--- config.mk ---
export PLATFORM = sky130hd
export DESIGN_NAME = fcr_handshake_reg
export DESIGN_NICKNAME = d
export VERILOG_FILES = /design/src/rtl/fcr_pkg.sv /design/src/rtl/fcr_req_track.sv /design/src/rtl/fcr_irq_flag.sv /design/src/rtl/fcr_ack_ctrl.sv /design/src/rtl/fcr_handshake_reg.sv
export SDC_FILE = /design/constraint.sdc
export NUM_CORES = 1
export LEC_CHECK = 0
export ABC_AREA = 1
export BUFFER_PORTS_ARGS = -buffer_cell sky130_fd_sc_hd__buf_2
export CORE_ASPECT_RATIO = 1.4
export CORE_MARGIN = 4
export CORE_UTILIZATION = 25
export DETAILED_ROUTE_END_ITERATION = 16
export HOLD_SLACK_MARGIN = 0.08
export PLACE_DENSITY = 0.66
export SLEW_MARGIN = 30
export SYNTH_ARGS = -nofsm -noshare
export SYNTH_HDL_FRONTEND = slang
export SYNTH_SLANG_ARGS = --single-unit
--- constraint.sdc ---
create_clock -name clk -period 1.3 [get_ports clk]
set_clock_uncertainty 0.15 [all_clocks]
set_input_delay 0.195 -clock clk [delete_from_list [all_inputs] [get_ports clk]]
set_output_delay 0.195 -clock clk [all_outputs]
set_load 0.005 [all_outputs]
--- src/rtl/fcr_pkg.sv ---
package fcr_pkg;

    localparam int unsigned WORD_W    = 32;
    localparam int unsigned TYPE_W    = 5;

    // Bit positions software decodes
    localparam int unsigned POS_ACK   = 6;
    localparam int unsigned POS_REQ   = 7;
    localparam int unsigned POS_IRQ   = 15;

    localparam logic [WORD_W-1:0] TYPE_MASK = WORD_W'((1 << TYPE_W) - 1);
    localparam logic [WORD_W-1:0] LIVE_MASK =
        TYPE_MASK | (WORD_W'(1) << POS_ACK) | (WORD_W'(1) << POS_REQ) | (WORD_W'(1) << POS_IRQ);
    localparam logic [WORD_W-1:0] RSVD_MASK = ~LIVE_MASK;

    typedef struct packed {
        logic              pending;
        logic              rise;
        logic              fall;
        logic [TYPE_W-1:0] code;
    } req_view_t;

    typedef struct packed {
        logic set_ack;
        logic clr_irq;
    } wr_cmd_t;

    function automatic wr_cmd_t decode_write(input logic we, input logic [WORD_W-1:0] wd);
        wr_cmd_t c;
        c.set_ack = we & wd[POS_ACK];
        c.clr_irq = we & wd[POS_IRQ];
        return c;
    endfunction

    function automatic logic [WORD_W-1:0] pack_word(input req_view_t rv,
                                                    input logic ack,
                                                    input logic irq);
        logic [WORD_W-1:0] w;
        w = '0;
        w[POS_REQ] = rv.pending;
        w[POS_ACK] = ack;
        w[POS_IRQ] = irq;
        w[TYPE_W-1:0] = rv.pending ? rv.code : '0;
        return w;
    endfunction

endpackage

--- src/rtl/fcr_req_track.sv ---
module fcr_req_track
    import fcr_pkg::*;
(
    input  logic              clk,
    input  logic              rst,
    input  logic              req_i,
    input  logic [TYPE_W-1:0] type_i,
    output req_view_t         view_o
);
    logic              req_q;
    logic [TYPE_W-1:0] code_q;
    logic              rise;
    logic              fall;

    assign rise = req_i & ~req_q;
    assign fall = ~req_i & req_q;

    always_ff @(posedge clk) begin
        if (rst) begin
            req_q  <= 1'b0;
            code_q <= '0;
        end else begin
            req_q <= req_i;
            if (rise)
                code_q <= type_i;
            else if (fall)
                code_q <= '0;
        end
    end

    assign view_o.pending = req_q;
    assign view_o.rise    = rise;
    assign view_o.fall    = fall;
    assign view_o.code    = code_q;

    AST_CODE_HELD: assert property (@(posedge clk) disable iff (rst)
        (req_q && req_i) |=> $stable(code_q)) else $error("code changed while pending");
endmodule

--- src/rtl/fcr_irq_flag.sv ---
module fcr_irq_flag (
    input  logic clk,
    input  logic rst,
    input  logic set_i,
    input  logic clr_i,
    output logic flag_o
);
    always_ff @(posedge clk) begin
        if (rst)
            flag_o <= 1'b0;
        else if (set_i)
            flag_o <= 1'b1;
        else if (clr_i)
            flag_o <= 1'b0;
    end

    AST_IRQ_SET_WINS: assert property (@(posedge clk) disable iff (rst)
        set_i |=> flag_o) else $error("flag lost on rise");
endmodule

--- src/rtl/fcr_ack_ctrl.sv ---
module fcr_ack_ctrl (
    input  logic clk,
    input  logic rst,
    input  logic pending_i,
    input  logic fall_i,
    input  logic set_i,
    output logic ack_o
);
    always_ff @(posedge clk) begin
        if (rst)
            ack_o <= 1'b0;
        else if (fall_i)
            ack_o <= 1'b0;
        else if (set_i && pending_i)
            ack_o <= 1'b1;
    end

    AST_ACK_DROPS_ON_FALL: assert property (@(posedge clk) disable iff (rst)
        fall_i |=> !ack_o) else $error("ack survived fall");
endmodule

--- src/rtl/fcr_handshake_reg.sv ---
module fcr_handshake_reg
    import fcr_pkg::*;
(
    input  logic              clk,
    input  logic              rst,
    input  logic              freq_req_i,
    input  logic [TYPE_W-1:0] freq_type_i,
    output logic              freq_ack_o,
    input  logic              bus_we_i,
    input  logic [WORD_W-1:0] bus_wdata_i,
    output logic [WORD_W-1:0] bus_rdata_o
);
    req_view_t rv;
    wr_cmd_t   cmd;
    logic      irq_q;
    logic      ack_q;

    assign cmd = decode_write(bus_we_i, bus_wdata_i);

    fcr_req_track u_track (
        .clk    (clk),
        .rst    (rst),
        .req_i  (freq_req_i),
        .type_i (freq_type_i),
        .view_o (rv)
    );

    fcr_irq_flag u_irq (
        .clk    (clk),
        .rst    (rst),
        .set_i  (rv.rise),
        .clr_i  (cmd.clr_irq),
        .flag_o (irq_q)
    );

    fcr_ack_ctrl u_ack (
        .clk       (clk),
        .rst       (rst),
        .pending_i (rv.pending),
        .fall_i    (rv.fall),
        .set_i     (cmd.set_ack),
        .ack_o     (ack_q)
    );

    assign freq_ack_o  = ack_q;
    assign bus_rdata_o = pack_word(rv, ack_q, irq_q);

    AST_ACK_ONLY_PENDING: assert property (@(posedge clk) disable iff (rst)
        freq_ack_o |-> bus_rdata_o[POS_REQ]) else $error("ack without request");
    AST_REQ_FOLLOWS: assert property (@(posedge clk) disable iff (rst)
        1'b1 |=> (bus_rdata_o[POS_REQ] == $past(freq_req_i))) else $error("bit 7 mismatch");
    AST_RSVD_WRITE_NO_EFFECT: assert property (@(posedge clk) disable iff (rst)
        (bus_we_i && ((bus_wdata_i & RSVD_MASK) != '0)) |=> ((bus_rdata_o & RSVD_MASK) == '0))
        else $error("reserved bit visible");
    AST_ACK_HOLDS: assert property (@(posedge clk) disable iff (rst)
        (freq_ack_o && freq_req_i) |=> freq_ack_o) else $error("ack dropped early");
endmodule

==> results.sh <==
export IMPL_num_antenna_cells=0
export IMPL_worst_ep_arrival_time_ns=0.94
export IMPL_globalplace_congestion=0.706
export IMPL_synth_top_cell_by_area="sky130_fd_sc_hd__buf_4"
export IMPL_floorplan_die_area_mm2=0.00312
export IMPL_critical_path_max_fanout=4
export IMPL_core_area_mm2=0.00218
export IMPL_worstHoldPathType="in -> reg"
export IMPL_gr_usage_all_layers_pct=7.33
export IMPL_hpwl_um=862
export IMPL_die_w_um=48.3
export IMPL_io_buffer_count=19
export IMPL_finalSetupViolCount=0
export IMPL_final_critical_path_setup_slack_ns=0.0134
export IMPL_n_fill_cell=235
export IMPL_seq_area_um2=164
export IMPL_cp_cell_sequence="buf_6 -> nand2_4 -> inv_2 -> buf_6"
export IMPL_met2_length_um=563
export IMPL_max_vdd_ir_drop_v=0.000499
export IMPL_antenna_violating_nets_post_route=0
export IMPL_critPathLaunchType="register"
export IMPL_routedLengthMet1_um=444
export IMPL_synth_seq_area_share_pct=28.1
export IMPL_wl_mm=1.18
export IMPL_cts_buffers=3
export IMPL_cts_sinks=8
export IMPL_syn_avg_cell_area_um2=7.39
export IMPL_syn2layout_area_growth_pct=35.8
export IMPL_ff_to_ff_setup_slack_ns=0.04
export IMPL_place_ws_ns=0.00238
export IMPL_design_portCount=74
export IMPL_pin_count_of_the_biggest_net_entering_global_routing=7
export IMPL_yosysWarningCount=0
export IMPL_detailroute_via_count=477
export IMPL_hold_viol=0
export IMPL_crit_top_cell="sky130_fd_sc_hd__buf_6"
export IMPL_post_cts_setup_buffers=0
export IMPL_routed_wl_met3_um=173
export IMPL_grt_overflow_total=0
export IMPL_netlist_cell_type_count=13
export IMPL_clock_network_latency_to_the_later_pin_of_the_worst_skew_pair_ns=0.26
export IMPL_grt_antenna_before_repair=0
export IMPL_detail_route_iter0_violations=0
export IMPL_number_of_global_route_vias_before_repair=417
export IMPL_synth_ff_latch_count=8
export IMPL_endpoint_kind="output pin"
export IMPL_clock_path_buffers=2
export IMPL_cpPeakStageDelay_ns=0.36
export IMPL_power_per_cell_area_mw_per_mm2=806
export IMPL_cp_buffers_inverters=3
export IMPL_achievable_frequency_ghz=0.777
export IMPL_syn_inst=77
export IMPL_cts_clk_slew_worst_paths_ns=0.06
export IMPL_floorplan_initialDensity_pct=26.1
export IMPL_run_status="finished clean"
export IMPL_drc_violations_left=0
export IMPL_worstPathRequired_ns=0.95
export IMPL_multi_input_area_um2=282
export IMPL_timing_max_transition_violations_final=0
export IMPL_tritoncts="built"
export IMPL_timing_critical_path_max_delay_family="flip-flops"
export IMPL_final_period_utilization_pct=99.0
export IMPL_root_driver="sky130_fd_sc_hd__clkbuf_4"
export IMPL_drt_first_pass_iters=1
export IMPL_floorplan_rows=20
export IMPL_ys_top_cells_by_area="sky130_fd_sc_hd__buf_4 36%, sky130_fd_sc_hd__dfxtp_1 28%, sky130_fd_sc_hd__ha_1 6.6%"
export IMPL_avgRoutedWirePerCell_um=9.15
export IMPL_crit_path_top_delay_cell="sky130_fd_sc_hd__dfxtp_4"
export IMPL_ctsHtreeMaxLevel=1
export IMPL_setup_worst_path_class="reg -> out"
export IMPL_fp_dieH_um=64.5
export IMPL_topRoutingLayerUsed="met3"
export IMPL_grt_first_pass_wirelength_mm=1.82
export IMPL_fin_crit_ns=1.29
export IMPL_worst_hold_slack_ns=0.213
export IMPL_post_route_cells_drive_above_1_share_pct=33.6
export IMPL_synth_largest_type_area_fraction_pct=35.6
export IMPL_syn_std_cell_area_um2=569
export IMPL_num_nets_final=153
export IMPL_cellLeakagePower_nw=0.462
export IMPL_drt_vias_per_instance=3.70
export IMPL_rsz0062_at_grt="true"
export IMPL_timing_max_cap_violations=0
[registers in the layout, summed over array words and instances, names as in the netlist]
register        cells
u_track.req_q       1
u_track.code_q      5
u_ack.ack_o         1
u_irq.flag_o        1
[cell families (layout without fill, tap and decap cells)]
group / Yosys count / in the layout / share of synthesized area [%]
flip-flops: 8 / 8 / 28.1
other: 1 / 24 / 0.659
AO/OA/AOI/OAI: 12 / 12 / 11.2
AND/OR/NAND/NOR: 15 / 15 / 10.5
buffers and inverters: 38 / 45 / 42.9
adder cells (fa/ha/maj): 3 / 3 / 6.59
[layout by cell type (no fill, tap or decap), drive strengths merged]
cell type and count:
conb 24, buf 21, inv 11, dlygate4sd3 10, dfxtp 8, a21oi 7
nand2 7, nor2 6, o21ai 5, clkbuf 3, ha 3, nand3 1
or2 1
[Yosys cell counts]
| cell type | count |
|---|---|
| sky130_fd_sc_hd__a21oi_1 | 7 |
| sky130_fd_sc_hd__buf_4 | 27 |
| sky130_fd_sc_hd__conb_1 | 1 |
| sky130_fd_sc_hd__dfxtp_1 | 8 |
| sky130_fd_sc_hd__ha_1 | 3 |
| sky130_fd_sc_hd__inv_1 | 10 |
| sky130_fd_sc_hd__inv_2 | 1 |
| sky130_fd_sc_hd__nand2_1 | 7 |
| sky130_fd_sc_hd__nand3_1 | 1 |
| sky130_fd_sc_hd__nor2_1 | 6 |
| sky130_fd_sc_hd__o21ai_1 | 4 |
| sky130_fd_sc_hd__o21ai_2 | 1 |
| sky130_fd_sc_hd__or2_1 | 1 |
[repair_timing]
action,in CTS,in global routing
hold endpoints to repair,8,0
pin swaps,0,2
setup endpoints to repair,5,10
gates resized for setup,2,17
hold buffers,10,0
[worst reg2reg max path: stages, from the launching register on]
cell	delay [ns]
sky130_fd_sc_hd__dfxtp_4	0.36
sky130_fd_sc_hd__ha_2	0.39
sky130_fd_sc_hd__inv_2	0.08
sky130_fd_sc_hd__o21ai_1	0.13
sky130_fd_sc_hd__nor2_1	0.05
[metal layers]
layer,global-route usage (%),vias to the layer above
met4,2.08,0
met1,7.58,199
li1,-,244
met3,4.60,0
met5,0,-
met2,12.1,34
[path summary, 6_finish.rpt]
check / from / endpoint / depth (start not counted)
setup reg to reg: u_track.req_q / u_track.code_q[2] / 4
hold reg to reg: u_ack.ack_o / u_ack.ack_o / 2
hold / removal: freq_req_i / u_irq.flag_o / 4
setup / recovery: u_track.req_q / bus_rdata_o[2] / 4
[power by group]
group,internal [mW],total [mW],leakage [nW],switching [mW]
combinational,0.0727,0.147,0.381,0.0741
clock,0.106,0.195,0.0138,0.0895
sequential,0.264,0.281,0.0667,0.0171
total,0.443,0.623,0.462,0.181
[area by class of cell]
type / count / share of cell area [%]
tap: 22 / 3.56
multi-input combinational: 54 / 36.4
clock buffer: 3 / 2.91
timing repair buffer: 31 / 30.6
sequential: 8 / 21.2
inverter: 11 / 5.34
[per-stage QoR]
| step | setup TNS [ns] | util [%] | instance area (um2) | instances | total power [mW] |
|---|---|---|---|---|---|
| 2_1_floorplan | 0 | - | 656 | 100 | 0.404 |
| 3_3_place_gp | 0 | 27.1 | 591 | 116 | 0.386 |
| 3_5_place_dp | 0 | 27.1 | 591 | 116 | 0.390 |
| 4_1_cts | 0 | 33.0 | 718 | 129 | 0.614 |
| 5_1_grt | -0.108 | 35.5 | 773 | 129 | 0.666 |
| 6_report | 0 | 35.5 | 773 | 129 | 0.623 |
Note: power is estimated with default switching activity, not from simulation.
